===== src/rtl/sup_reset_pkg.sv =====
// Package: shared types for the supervisory reset pulse generator.
// Assumes: nothing beyond IEEE 1800-2017.
package sup_reset_pkg;

    // Phases of the reset pulse
    typedef enum logic [1:0] {
        PH_FORCE   = 2'd0,  // a cause is present, reset held
        PH_HOLD    = 2'd1,  // causes cleared, hold counter running
        PH_RELEASE = 2'd2   // reset released
    } rst_phase_t;

endpackage


===== src/rtl/sup_reset_sync.sv =====
// Module: multi-bit, multi-stage synchroniser for independent asynchronous
// level inputs. Each bit is treated on its own (no coherence between bits).
// Assumes: STAGES >= 2; inputs are levels that stay put for several cycles.
module sup_reset_sync #(
    parameter int          WIDTH     = 2,
    parameter int          STAGES    = 2,
    parameter logic [WIDTH-1:0] RST_VAL = '0
) (
    input  logic             clk,
    input  logic             rst_n,
    input  logic [WIDTH-1:0] async_i,
    output logic [WIDTH-1:0] sync_o
);

    logic [WIDTH-1:0] stage_q [STAGES];

    genvar s;
    generate
        for (s = 0; s < STAGES; s++) begin : g_stage
            if (s == 0) begin : g_first
                // Purpose: capture the raw asynchronous inputs
                always_ff @(posedge clk) begin
                    if (!rst_n) stage_q[0] <= RST_VAL;
                    else        stage_q[0] <= async_i;
                end
            end else begin : g_next
                // Purpose: pass the value one stage further to settle metastability
                always_ff @(posedge clk) begin
                    if (!rst_n) stage_q[s] <= RST_VAL;
                    else        stage_q[s] <= stage_q[s-1];
                end
            end
        end
    endgenerate

    assign sync_o = stage_q[STAGES-1];

endmodule


===== src/rtl/sup_reset_filter.sv =====
// Module: minimum-width filter for the synchronised manual reset request.
// A request is accepted once it has been low for MIN_LOW_CYCLES consecutive
// cycles and stays accepted until the input returns high.
// Assumes: man_low_i is already synchronised; MIN_LOW_CYCLES >= 1.
module sup_reset_filter #(
    parameter int MIN_LOW_CYCLES = 15
) (
    input  logic clk,
    input  logic rst_n,
    input  logic man_low_i,
    output logic accept_o
);

    localparam int CW = $clog2(MIN_LOW_CYCLES + 1);
    localparam logic [CW-1:0] LIMIT = CW'(MIN_LOW_CYCLES);

    logic [CW-1:0] low_cnt_q;

    // Purpose: count consecutive low cycles, saturate at the limit, clear on high
    always_ff @(posedge clk) begin
        if (!rst_n)              low_cnt_q <= '0;
        else if (!man_low_i)     low_cnt_q <= '0;
        else if (low_cnt_q != LIMIT) low_cnt_q <= low_cnt_q + 1'b1;
    end

    assign accept_o = (low_cnt_q == LIMIT);

    // acceptance can only begin after a cycle with the request low
    p_accept_after_low_r4: assert property (@(posedge clk) disable iff (!rst_n)
        $rose(accept_o) |-> $past(man_low_i));

    // a high input withdraws acceptance at the next edge
    p_high_withdraws_r4: assert property (@(posedge clk) disable iff (!rst_n)
        !man_low_i |=> !accept_o);

endmodule


===== src/rtl/sup_reset_hold.sv =====
// Module: reset pulse state machine and hold counter. Reset is forced while
// cause_i is high, then held for HOLD_CYCLES cycles after it clears. Any
// return of the cause restarts the count. The three output forms come from
// separate registers loaded with the same next value.
// Assumes: cause_i is synchronous to clk; HOLD_CYCLES >= 1.
module sup_reset_hold
    import sup_reset_pkg::*;
#(
    parameter int HOLD_CYCLES = 20_000_000
) (
    input  logic clk,
    input  logic rst_n,
    input  logic cause_i,
    output logic rst_n_o,
    output logic rst_o,
    output logic od_en_o
);

    localparam int CW = $clog2(HOLD_CYCLES + 1);
    localparam logic [CW-1:0] HOLD_END = CW'(HOLD_CYCLES);

    rst_phase_t    phase_q, phase_d;
    logic [CW-1:0] cnt_q, cnt_d;
    logic          rst_n_q, rst_q, od_q;
    logic          assert_d;

    // Purpose: next phase and hold count from the current cause
    always_comb begin
        phase_d = phase_q;
        cnt_d   = cnt_q;
        if (cause_i) begin
            phase_d = PH_FORCE;
            cnt_d   = '0;
        end else begin
            case (phase_q)
                PH_FORCE: begin
                    phase_d = PH_HOLD;
                    cnt_d   = CW'(1);
                end
                PH_HOLD: begin
                    if (cnt_q == HOLD_END) begin
                        phase_d = PH_RELEASE;
                        cnt_d   = '0;
                    end else begin
                        cnt_d = cnt_q + 1'b1;
                    end
                end
                default: begin
                    phase_d = PH_RELEASE;
                    cnt_d   = '0;
                end
            endcase
        end
    end

    assign assert_d = (phase_d != PH_RELEASE);

    // Purpose: phase and counter registers, forced phase on block reset
    always_ff @(posedge clk) begin
        if (!rst_n) begin
            phase_q <= PH_FORCE;
            cnt_q   <= '0;
        end else begin
            phase_q <= phase_d;
            cnt_q   <= cnt_d;
        end
    end

    // Purpose: registered output forms, all asserted on block reset
    always_ff @(posedge clk) begin
        if (!rst_n) begin
            rst_n_q <= 1'b0;
            rst_q   <= 1'b1;
            od_q    <= 1'b1;
        end else begin
            rst_n_q <= !assert_d;
            rst_q   <= assert_d;
            od_q    <= assert_d;
        end
    end

    assign rst_n_o = rst_n_q;
    assign rst_o   = rst_q;
    assign od_en_o = od_q;

    // a cause always clears the hold count at the next edge
    p_cause_restarts_r3: assert property (@(posedge clk) disable iff (!rst_n)
        cause_i |=> (cnt_q == '0) && !rst_n_q);

    // release happens only after the full hold count
    p_release_after_hold_r2: assert property (@(posedge clk) disable iff (!rst_n)
        $rose(rst_n_q) |-> ($past(cnt_q) == HOLD_END) && !$past(cause_i));

    // active-high flop is the complement of the active-low flop
    p_complement_r6: assert property (@(posedge clk) disable iff (!rst_n)
        rst_q != rst_n_q);

    // open-drain enable follows the asserted state
    p_od_follows_r7: assert property (@(posedge clk) disable iff (!rst_n)
        od_q == rst_q);

endmodule


===== src/rtl/sup_reset_gen.sv =====
// Module: supervisory reset pulse generator (top). Synchronises the supply
// flag and the manual request, filters the manual request for minimum width,
// and drives the hold state machine.
// Assumes: clock period such that MIN_LOW_CYCLES and HOLD_CYCLES express the
// wanted minimum manual width and reset pulse time; rst_n is synchronous.
module sup_reset_gen #(
    parameter int HOLD_CYCLES    = 20_000_000,
    parameter int MIN_LOW_CYCLES = 15,
    parameter int SYNC_STAGES    = 2
) (
    input  logic clk,
    input  logic rst_n,
    input  logic supply_ok_i,
    input  logic man_rst_n_i,
    output logic reset_n_o,
    output logic reset_o,
    output logic reset_od_en_o
);

    localparam int SW = 2;  // bit 1: manual low request, bit 0: supply good

    logic [SW-1:0] raw_vec, sync_vec;
    logic          supply_ok_s, man_low_s, man_accept, cause;

    assign raw_vec = {!man_rst_n_i, supply_ok_i};

    sup_reset_sync #(
        .WIDTH   (SW),
        .STAGES  (SYNC_STAGES),
        .RST_VAL ('0)
    ) u_sync (
        .clk     (clk),
        .rst_n   (rst_n),
        .async_i (raw_vec),
        .sync_o  (sync_vec)
    );

    assign supply_ok_s = sync_vec[0];
    assign man_low_s   = sync_vec[1];

    sup_reset_filter #(
        .MIN_LOW_CYCLES (MIN_LOW_CYCLES)
    ) u_filter (
        .clk       (clk),
        .rst_n     (rst_n),
        .man_low_i (man_low_s),
        .accept_o  (man_accept)
    );

    assign cause = !supply_ok_s || man_accept;

    sup_reset_hold #(
        .HOLD_CYCLES (HOLD_CYCLES)
    ) u_hold (
        .clk     (clk),
        .rst_n   (rst_n),
        .cause_i (cause),
        .rst_n_o (reset_n_o),
        .rst_o   (reset_o),
        .od_en_o (reset_od_en_o)
    );

    // a low synchronised supply flag forces reset at the next edge
    p_supply_low_r1: assert property (@(posedge clk) disable iff (!rst_n)
        !supply_ok_s |=> !reset_n_o);

    // an accepted manual request forces reset at the next edge
    p_manual_latency_r8: assert property (@(posedge clk) disable iff (!rst_n)
        man_accept |=> reset_o && reset_od_en_o);

endmodule


===== config.mk =====
export PLATFORM = sky130hd
export DESIGN_NAME = sup_reset_gen
export DESIGN_NICKNAME = d
export VERILOG_FILES = /design/src/rtl/sup_reset_pkg.sv /design/src/rtl/sup_reset_sync.sv /design/src/rtl/sup_reset_filter.sv /design/src/rtl/sup_reset_hold.sv /design/src/rtl/sup_reset_gen.sv
export SDC_FILE = /design/constraint.sdc
export NUM_CORES = 1
export LEC_CHECK = 0
export ABC_AREA = 1
export ABC_CLOCK_PERIOD_IN_PS = 1900
export BUFFER_PORTS_ARGS = -buffer_cell sky130_fd_sc_hd__clkbuf_2
export CAP_MARGIN = 5
export CORE_MARGIN = 4
export CORE_UTILIZATION = 40
export CTS_CLUSTER_SIZE = 12
export DETAILED_ROUTE_END_ITERATION = 6
export MAX_ROUTING_LAYER = met4
export PLACE_DENSITY_LB_ADDON = 0.08
export SYNTH_ARGS = -nofsm -noshare
export SYNTH_HDL_FRONTEND = slang
export SYNTH_SLANG_ARGS = --single-unit

===== constraint.sdc =====
create_clock -name clk -period 1.9 [get_ports clk]
set_clock_uncertainty 0.2 [all_clocks]
set_input_delay 0.095 -clock clk [delete_from_list [all_inputs] [get_ports clk]]
set_output_delay 0.095 -clock clk [all_outputs]
set_load 0.01 [all_outputs]

Word-level counts from Yosys, hierarchy flattened
Memories as Yosys holds them, arrays and structs flattened.
Index checks and enable logic that the tools add are counted.
- equality and inequality tests: 5
- mux-type cells: 9
- reductions and logical operators: 7
- bitwise operators: 3
- add/subtract/negate cells: 2
- operator list (kind ; count):
    $pmux W25 S2 ; 1
    $add A25 B1 Y25 const B ; 1
    $eq A25 B25 Y1 const B ; 1
    $mux W25 ; 1
    $mux W2 ; 4
    $add A4 B1 Y4 const B ; 1
    $eq A4 B4 Y1 const B ; 1
    $ne A4 B4 Y1 const B ; 1
    $pmux W2 S2 ; 1
    $logic_not A1 Y1 ; 3
    $eq A2 B1 Y1 const B ; 1
    $logic_not A2 Y1 ; 1
    $mux W1 ; 2
    $ne A2 B2 Y1 const B ; 1
    $or A1 B1 Y1 ; 2
    $reduce_and A2 Y1 ; 1
    $reduce_or A2 Y1 ; 1
    $logic_or A1 B1 Y1 ; 1
    $not A1 Y1 ; 1
- output and inout port bits: 3
- register bits: 33
- memories: 1
- memory bits (writable): 4
- input bits: 4
- word-level logic and storage cells: 32
- memory list (name ; depth ; width ; rd ports ; clocked after Yosys merged registers in ; wr ports ; RTL line ; text):
    u_sync.stage_q ; 2 ; 2 ; 2 ; 0 ; 2 ; sup_reset_sync.sv:15 ; logic [WIDTH-1:0] stage_q [STAGES];

Logic depth before layout (Yosys ltp)
Gate-level depths: netlist of the first run.
- word-level depth: 6
- mapped depth: 11
- mapped depth without buffers: 11

By module
From an unflattened synthesis of the first run, not the netlist that was laid out.
- cells, all modules: 270
- area, all modules: 1868.0 um^2
- by module, submodules not included (module ; seq. area each (um^2) ; times used ; area an instance (um^2) ; cells each):
    sup_reset_hold ; 580.6 ; 1 ; 1555.2 ; 226
    sup_reset_filter ; 80.1 ; 1 ; 191.4 ; 29
    sup_reset_sync ; 80.1 ; 1 ; 110.1 ; 12
    sup_reset_gen ; 0.0 ; 1 ; 11.3 ; 3

Least setup slack after synthesis of the first run
No wires, ideal clock.
- path kind: register -> register
- start point: reg u_filter.low_cnt_q[0]
- end point: reg u_hold.cnt_q[18]
- data required time: 1.627 ns
- clock period less this slack: 1.534 ns
- slack: 0.366 ns
- library setup time: 0.073 ns
- cell stages (with the launch flop): 8
- data arrival time: 1.261 ns
- buffers on the path: 1
- path through: dfxtp_1 > ha_1 > nand3_2 > nand3_1 > inv_1 > nand3_1 > buf_6 > nor3_2
- cells in the longest elaborated chain, start to end: 3
- ends and longest elaborated chain (item ; RTL line ; text):
    from (decl) ; sup_reset_filter.sv:17 ; logic [CW-1:0] low_cnt_q;
    from (signal assigned) ; sup_reset_filter.sv:23 ; else if (low_cnt_q != LIMIT) low_cnt_q <= low_cnt_q + 1'b1;
    $eq A4 B4 Y1 ; sup_reset_filter.sv:26 ; assign accept_o = (low_cnt_q == LIMIT);
    $logic_or A1 B1 Y1 ; sup_reset_gen.sv:50 ; assign cause = !supply_ok_s || man_accept;
    $reduce_or A2 Y1 (no line) ; - ;
    to (signal assigned) ; sup_reset_hold.sv:65 ; cnt_q <= cnt_d;
    to (decl) ; sup_reset_hold.sv:23 ; logic [CW-1:0] cnt_q, cnt_d;
No other way between the ends.
A chain may end at the register's enable or synchronous reset.

Worst setup path in the final report of the first run
- start point: reg u_hold.cnt_q[0]
- end point: reg u_hold.cnt_q[20]
- cells in the longest elaborated chain, start to end: 3
- elaborated cells on any way between the ends: 4
- those cells by class: add/sub (1); eq/ne (1); mux (2)
- ends and longest elaborated chain (item ; RTL line ; text):
    $add A25 B1 Y25 / $eq A25 B25 Y1 (equally long branches) ; sup_reset_hold.sv:45, sup_reset_hold.sv:41 ;
    $mux W25 * ; sup_reset_hold.sv:41 ; if (cnt_q == HOLD_END) begin
    $pmux W25 S2 * ; sup_reset_hold.sv:35 ; case (phase_q)
Mark *: on every way between the ends. The rest lies on a longest branch, timed or not.

==> results of run 1 <==
[synth_stat cells, drive strengths merged]
cell	instances	area share, %
a211oi	1	0.41
nor2	70	17
dfxtp	37	41
nand3	20	6.0
buf	3	1.6
inv	31	6.4
and2	1	0.34
xor2	8	3.8
nand3b	1	0.41
nand4	1	0.34
nand2	62	14
o21a	1	0.41
xnor2	7	3.4
a21oi	3	0.82
ha	3	2.1
nor3	6	1.9
o21ai	3	0.82
[kinds of logic after synthesis]
family                     share of synthesized area (%)
AOI/OAI and AO/OA                                  2.472
adders and majority gates                          2.061
DFF                                                40.66
and+or+nand+nor                                    39.56
xor gates and xnor gates                           7.212
buffers and inverters                              8.036
[how the worst max path moves through the flow]
stage,from,end,slack [ns],cells past startpoint
after global placement,u_hold.cnt_q[0],u_hold.cnt_q[20],0.19,8
after CTS,u_hold.cnt_q[0],u_hold.cnt_q[20],0.17,8
after detailed placement,u_hold.cnt_q[0],u_hold.cnt_q[20],0.19,8
final,u_hold.cnt_q[0],u_hold.cnt_q[20],0.19,8
after global routing,u_hold.cnt_q[0],u_hold.cnt_q[9],0.003,10
after floorplan,u_filter.low_cnt_q[0],u_hold.cnt_q[18],0.37,7
[area by class of cell]
| type | instances | area [sq um] | share of cell area [%] |
|---|---|---|---|
| tap | 52 | 65.06 | 3.157 |
| multi-input combinational | 187 | 934.6 | 45.36 |
| clock inverter | 2 | 35.03 | 1.700 |
| inverter | 31 | 116.4 | 5.647 |
| sequential | 37 | 740.7 | 35.94 |
| timing repair buffer | 12 | 100.1 | 4.857 |
| clock buffer | 5 | 68.82 | 3.339 |
[sequential cells by signal, indices dropped and copies added, names as in the netlist]
register            flops
u_hold.rst_o            1
u_hold.phase_q          2
u_sync.stage_q          4
u_hold.cnt_q           25
u_filter.low_cnt_q      4
u_hold.rst_n_o          1
[layout by cell type, fill, tap and decap left out]
cell,n
buf_12,1
a21oi_1,3
nand2_2,5
inv_1,31
and2_1,1
nand2_4,1
nor3_1,5
xor2_1,8
nand2_1,56
nand3b_1,1
xnor2_1,7
ha_1,3
nand4_1,1
nand3_2,2
nor2_2,1
a211oi_1,1
dfxtp_1,37
clkinv_2,1
nor2_4,5
clkbuf_8,5
o21a_1,1
nor3_2,1
bufinv_16,1
nor2_1,64
nand3_1,18
clkbuf_2,6
dlygate4sd3_1,5
o21ai_0,3
[layer usage]
layer | wire, microns | part of all wire (%) | vias to the layer above
met4 | 69 | 2.0 | 0
met5 | 0 | 0 | -
met2 | 1536 | 44 | 14
met3 | 95 | 2.7 | 7
met1 | 1783 | 51 | 628
li1 | - | - | 814
[worst min-delay path: stages, from the launching register on]
cell,delay (ns)
dfxtp_1,0.31
nand2_1,0.05
inv_1,0.04
[timing repair]
item	in CTS	in global routing
hold buffers	5	0
endpoints found under the hold margin	9	0
endpoints found under the setup margin	0	0
gates resized for setup	0	0
[where the power goes]
| part | total (mW) | internal (mW) | switching [mW] |
|---|---|---|---|
| registers | 0.783 | 0.781 | 0.00220 |
| clock network | 0.647 | 0.381 | 0.265 |
| logic | 0.0246 | 0.0133 | 0.0113 |
| total | 1.45 | 1.18 | 0.279 |
[through the flow]
stage	hold WS, ns	std cells	util [%]	worst slack, ns
after global placement	0.05355	314	43.49	0.1895
after global routing	0.2429	326	47.00	0.003252
final	0.2160	326	47.00	0.1934
after CTS	0.2207	326	47.00	0.1725
after detailed placement	0.05395	314	43.49	0.1886
after floorplan	-0.03382	258	-	0.3660
==> flow_summary.yaml, run 1 <==
run_status:
  outcome: "complete, no violations"
place:
  placed_area_sq_um: 1907
  place.gp.congestion: 0.8104
  dp_hpwl_microns: 2651
  numPortBuffers: 6
global_routing:
  met3_usage_pct: 3.958
  grt_usage_pct: 15.42
  top_usage_layer: "met2"
  antenna_found_initial: 0
  grt_start_max_net_pins: 22
  grt_pass1_wl_microns: 6368
  met2_usage_pct: 22.63
  grt_pass1_vias: 1402
  use_met1_pct: 19.84
  overflow: 0
critical_path:
  rrSetupSlack_ns: 0.19
  cp_data_required_time_ns: 1.88
  start_kind: "flip-flop"
  r2r_cells: 8
  crit_family: "simple AND/OR/NAND/NOR gates"
  slowest_delay_ns: 0.36
  cp_cell_sequence: "ha_1 -> nand2_1 -> nor2_4 -> nand2_2 -> nor2_4 -> nand2_2 -> o21ai_0 -> nor2_1"
  worstPathMaxFanout: 5
  path_class: "reg -> reg"
  end_kind: "flip-flop"
  slowest_stage: "dfxtp_1"
  r2r-start: "u_hold.cnt_q[0]"
  r2r_end: "u_hold.cnt_q[20]"
  critPathArrivalTime_ns: 1.69
  crit_buf_inv: 0
cts:
  cts.sinks: 37
  clock_latency_ns: 0.29
  clkTransAtPathRegs_ns: 0.07
  cts_buffers: 5
  cts_tree: "built"
  h-tree-depth: 2
  post_cts_buffers: 0
  cts.path.max_buffers: 2
  cts-root-buf: "clkbuf_8"
floorplan:
  pin_count: 7
  coreArea_sq_um: 4384
  fp-row-count: 24
  die_x_microns: 75.49
  start_util_pct: 41.55
  fp.dieH_microns: 75.49
  die_area_sq_um: 5698
drt:
  dr.pass1.iters: 6
  drtAntennaViolNets: 0
  vias: 1463
  routed_via_density: 4.488
  post-route-drc-count: 0
  wl_microns: 3484
  first_iter_violations: 70
  wire_per_inst_microns: 10.69
timing:
  finalHoldViolations: 0
  tns_ns: 0
  tightest_slew_ns: 0.3052
  setup_viol: 0
  fin_crit_sh_pct: 89.82
  slew_headroom_pct: 79.58
  rsz0062_at_grt: "no"
  drv_slew: 0
  max_freq_mhz: 585.9
  min_period_ns: 1.707
logic_synthesis:
  syn_area_sq_um: 1822
  post_synth_num_cell_types: 24
  netlist_instances: 258
  synth-seq-cells: 37
  ys_seq_area_share_pct: 40.66
  synth_warnings: 0
  avgSynthCellArea_sq_um: 7.061
  syn_nets: 265
layout:
  nets: 281
  diodes: 0
  fillers: 450
  drive_gt1_share_pct: 10.58
  final_area_sq_um: 2061
  synthToLayoutAreaGrowth_pct: 13.12
power:
  leakage_nw: 0.7961
  power-per-cell-area_nw_per_um2: 705.7
  total_power_mw: 1.454
  ir_worst_vdd_uv: 361.6
flow_run:
  cap_viol_max_count: 0
worst_hold_path:
  hold_depth: 2
  holdPathEnd: "u_sync.stage_q[1][0]"
  worstHoldPathType: "reg -> reg"
  min_from: "u_sync.stage_q[0][0]"
Power figures use the tool's default switching activity.
==> inputs of run 2 (changes only) <==
CORE_UTILIZATION = 56   (was 40)
==> flow_summary.yaml, run 2 (synthesis gave the netlist of run 1 again) <==
run_status:
  outcome: "complete, no violations"
critical_path:
  cp_data_required_time_ns: 2.00
  worstPathMaxFanout: 21
  critPathArrivalTime_ns: 1.80
  rrSetupSlack_ns: 0.19
  end_kind: "flip-flop"
  critical_path.startpoint: "u_filter.low_cnt_q[0]"
  start_kind: "flip-flop"
  r2r-start: "u_filter.low_cnt_q[0]"
  path_class: "reg -> reg"
drt:
  vias: 1533
  routed_via_density: 4.806
  wl_microns: 3279
  drtAntennaViolNets: 0
  wire_per_inst_microns: 10.28
  post-route-drc-count: 0
  first_iter_violations: 81
  dr.pass1.iters: 4
cts:
  clkTransAtPathRegs_ns: 0.12
  post_cts_buffers: 0
  h-tree-depth: 2
  cts_buffers: 5
  cts-hold-fix-buffers: 5
  clock_latency_ns: 0.36
  cts-root-buf: "clkbuf_4"
  cts.path.max_buffers: 2
  cts_tree: "built"
  cts.sinks: 37
  postCtsResizedCells: 0
global_routing:
  overflow: 0
  grt_pass1_vias: 1469
  grt_start_max_net_pins: 22
  grt_pass1_wl_microns: 6230
  grt_usage_pct: 19.70
  antenna_found_initial: 0
place:
  numPortBuffers: 6
  dpl_worst_slack_ns: 0.2245
  place.gp.congestion: 0.9032
  dp_hpwl_microns: 2497
power:
  leakage_nw: 0.7773
  ir_worst_vdd_uv: 421.2
  power-per-cell-area_nw_per_um2: 616.1
floorplan:
  die_area_sq_um: 4230
  fp-row-count: 20
  fp.dieH_microns: 65.04
  pin_count: 7
  coreArea_sq_um: 3078
  die_x_microns: 65.04
  start_util_pct: 59.19
layout:
  drive_gt1_share_pct: 10.91
  regMostFlops: "u_hold.cnt_q"
  fillers: 293
  layout_common_cells: "nor2_1 (64), nand2_1 (56), dfxtp_1 (37), inv_1 (31), nand3_1 (18)"
  nets: 281
  top_regs: "u_hold.cnt_q x25, u_filter.low_cnt_q x4, u_sync.stage_q x4"
  largest_reg_flops: 25
  post-route-util_pct: 65.20
  diodes: 0
  synthToLayoutAreaGrowth_pct: 10.16
  layout_commonest_cell: "nor2_1"
timing:
  tns_ns: 0
  setup_viol: 0
  max_freq_mhz: 586.1
  slew_headroom_pct: 79.82
  fin_crit_sh_pct: 89.80
  setup_slack_ns: 0.1939
  drv_slew: 0
  finalHoldViolations: 0
  tightest_slew_ns: 0.3016
  rsz0062_at_grt: "no"
  min_period_ns: 1.706
flow_run:
  cap_viol_max_count: 0
worst_hold_path:
  worstHoldPathType: "reg -> reg"
  min_from: "u_sync.stage_q[0][1]"
run 2: through the flow:
stage,instance area (sq um),std cells,power (mW),hold slack (ns)
after floorplan,1822,258,0.8108,-0.03382
after global placement,1897,306,0.8170,0.05124
final,2007,319,1.237,0.2291
after CTS,2007,319,1.258,0.2317
after global routing,2007,319,1.299,0.2540
after detailed placement,1897,306,0.8176,0.05753
run 2: worst max-delay path, stage by stage (launching register included):
cell and delay, ns:
dfxtp_1 0.35, ha_1 0.26, nand3_2 0.13, nand3_1 0.12, inv_1 0.14, nand3_1 0.13
buf_12 0.18, nor3_1 0.11
run 2: per-layer routing:
metal  part of all wire [%]  up-vias  wire length [microns]  global-route usage [%]
li1                       -      820                      -                       -
met1                     47      670                   1553                   22.70
met2                     45       34                   1477                   31.67
met3                    4.9        9                    160                   5.199
met4                    2.7        0                     89                   9.845
met5                      0        -                      0                       -
run 2: final cells by class:
class | count | area, sq um | share of cell area (%)
clock buffers | 5 | 37.54 | 1.870
clock inverters | 3 | 22.52 | 1.122
inverters | 31 | 116.4 | 5.798
multi-input cells | 187 | 934.6 | 46.57
flip-flops and latches | 37 | 740.7 | 36.91
well taps | 44 | 55.05 | 2.743
repair buffers | 12 | 100.1 | 4.988
run 2: path summary, 6_finish.rpt:
path,cells past startpoint,endpoint
max,7,u_hold.cnt_q[2]
min,2,u_sync.stage_q[1][1]
max reg2reg,7,u_hold.cnt_q[2]
min reg2reg,2,u_sync.stage_q[1][1]
run 2: power by group:
part           total [mW]  leakage (nW)  internal (mW)  switching [mW]
combinational      0.0250         0.443         0.0133          0.0116
sequential          0.783         0.299          0.781         0.00225
clock               0.428        0.0352          0.146           0.282
total                1.24         0.777          0.941           0.296
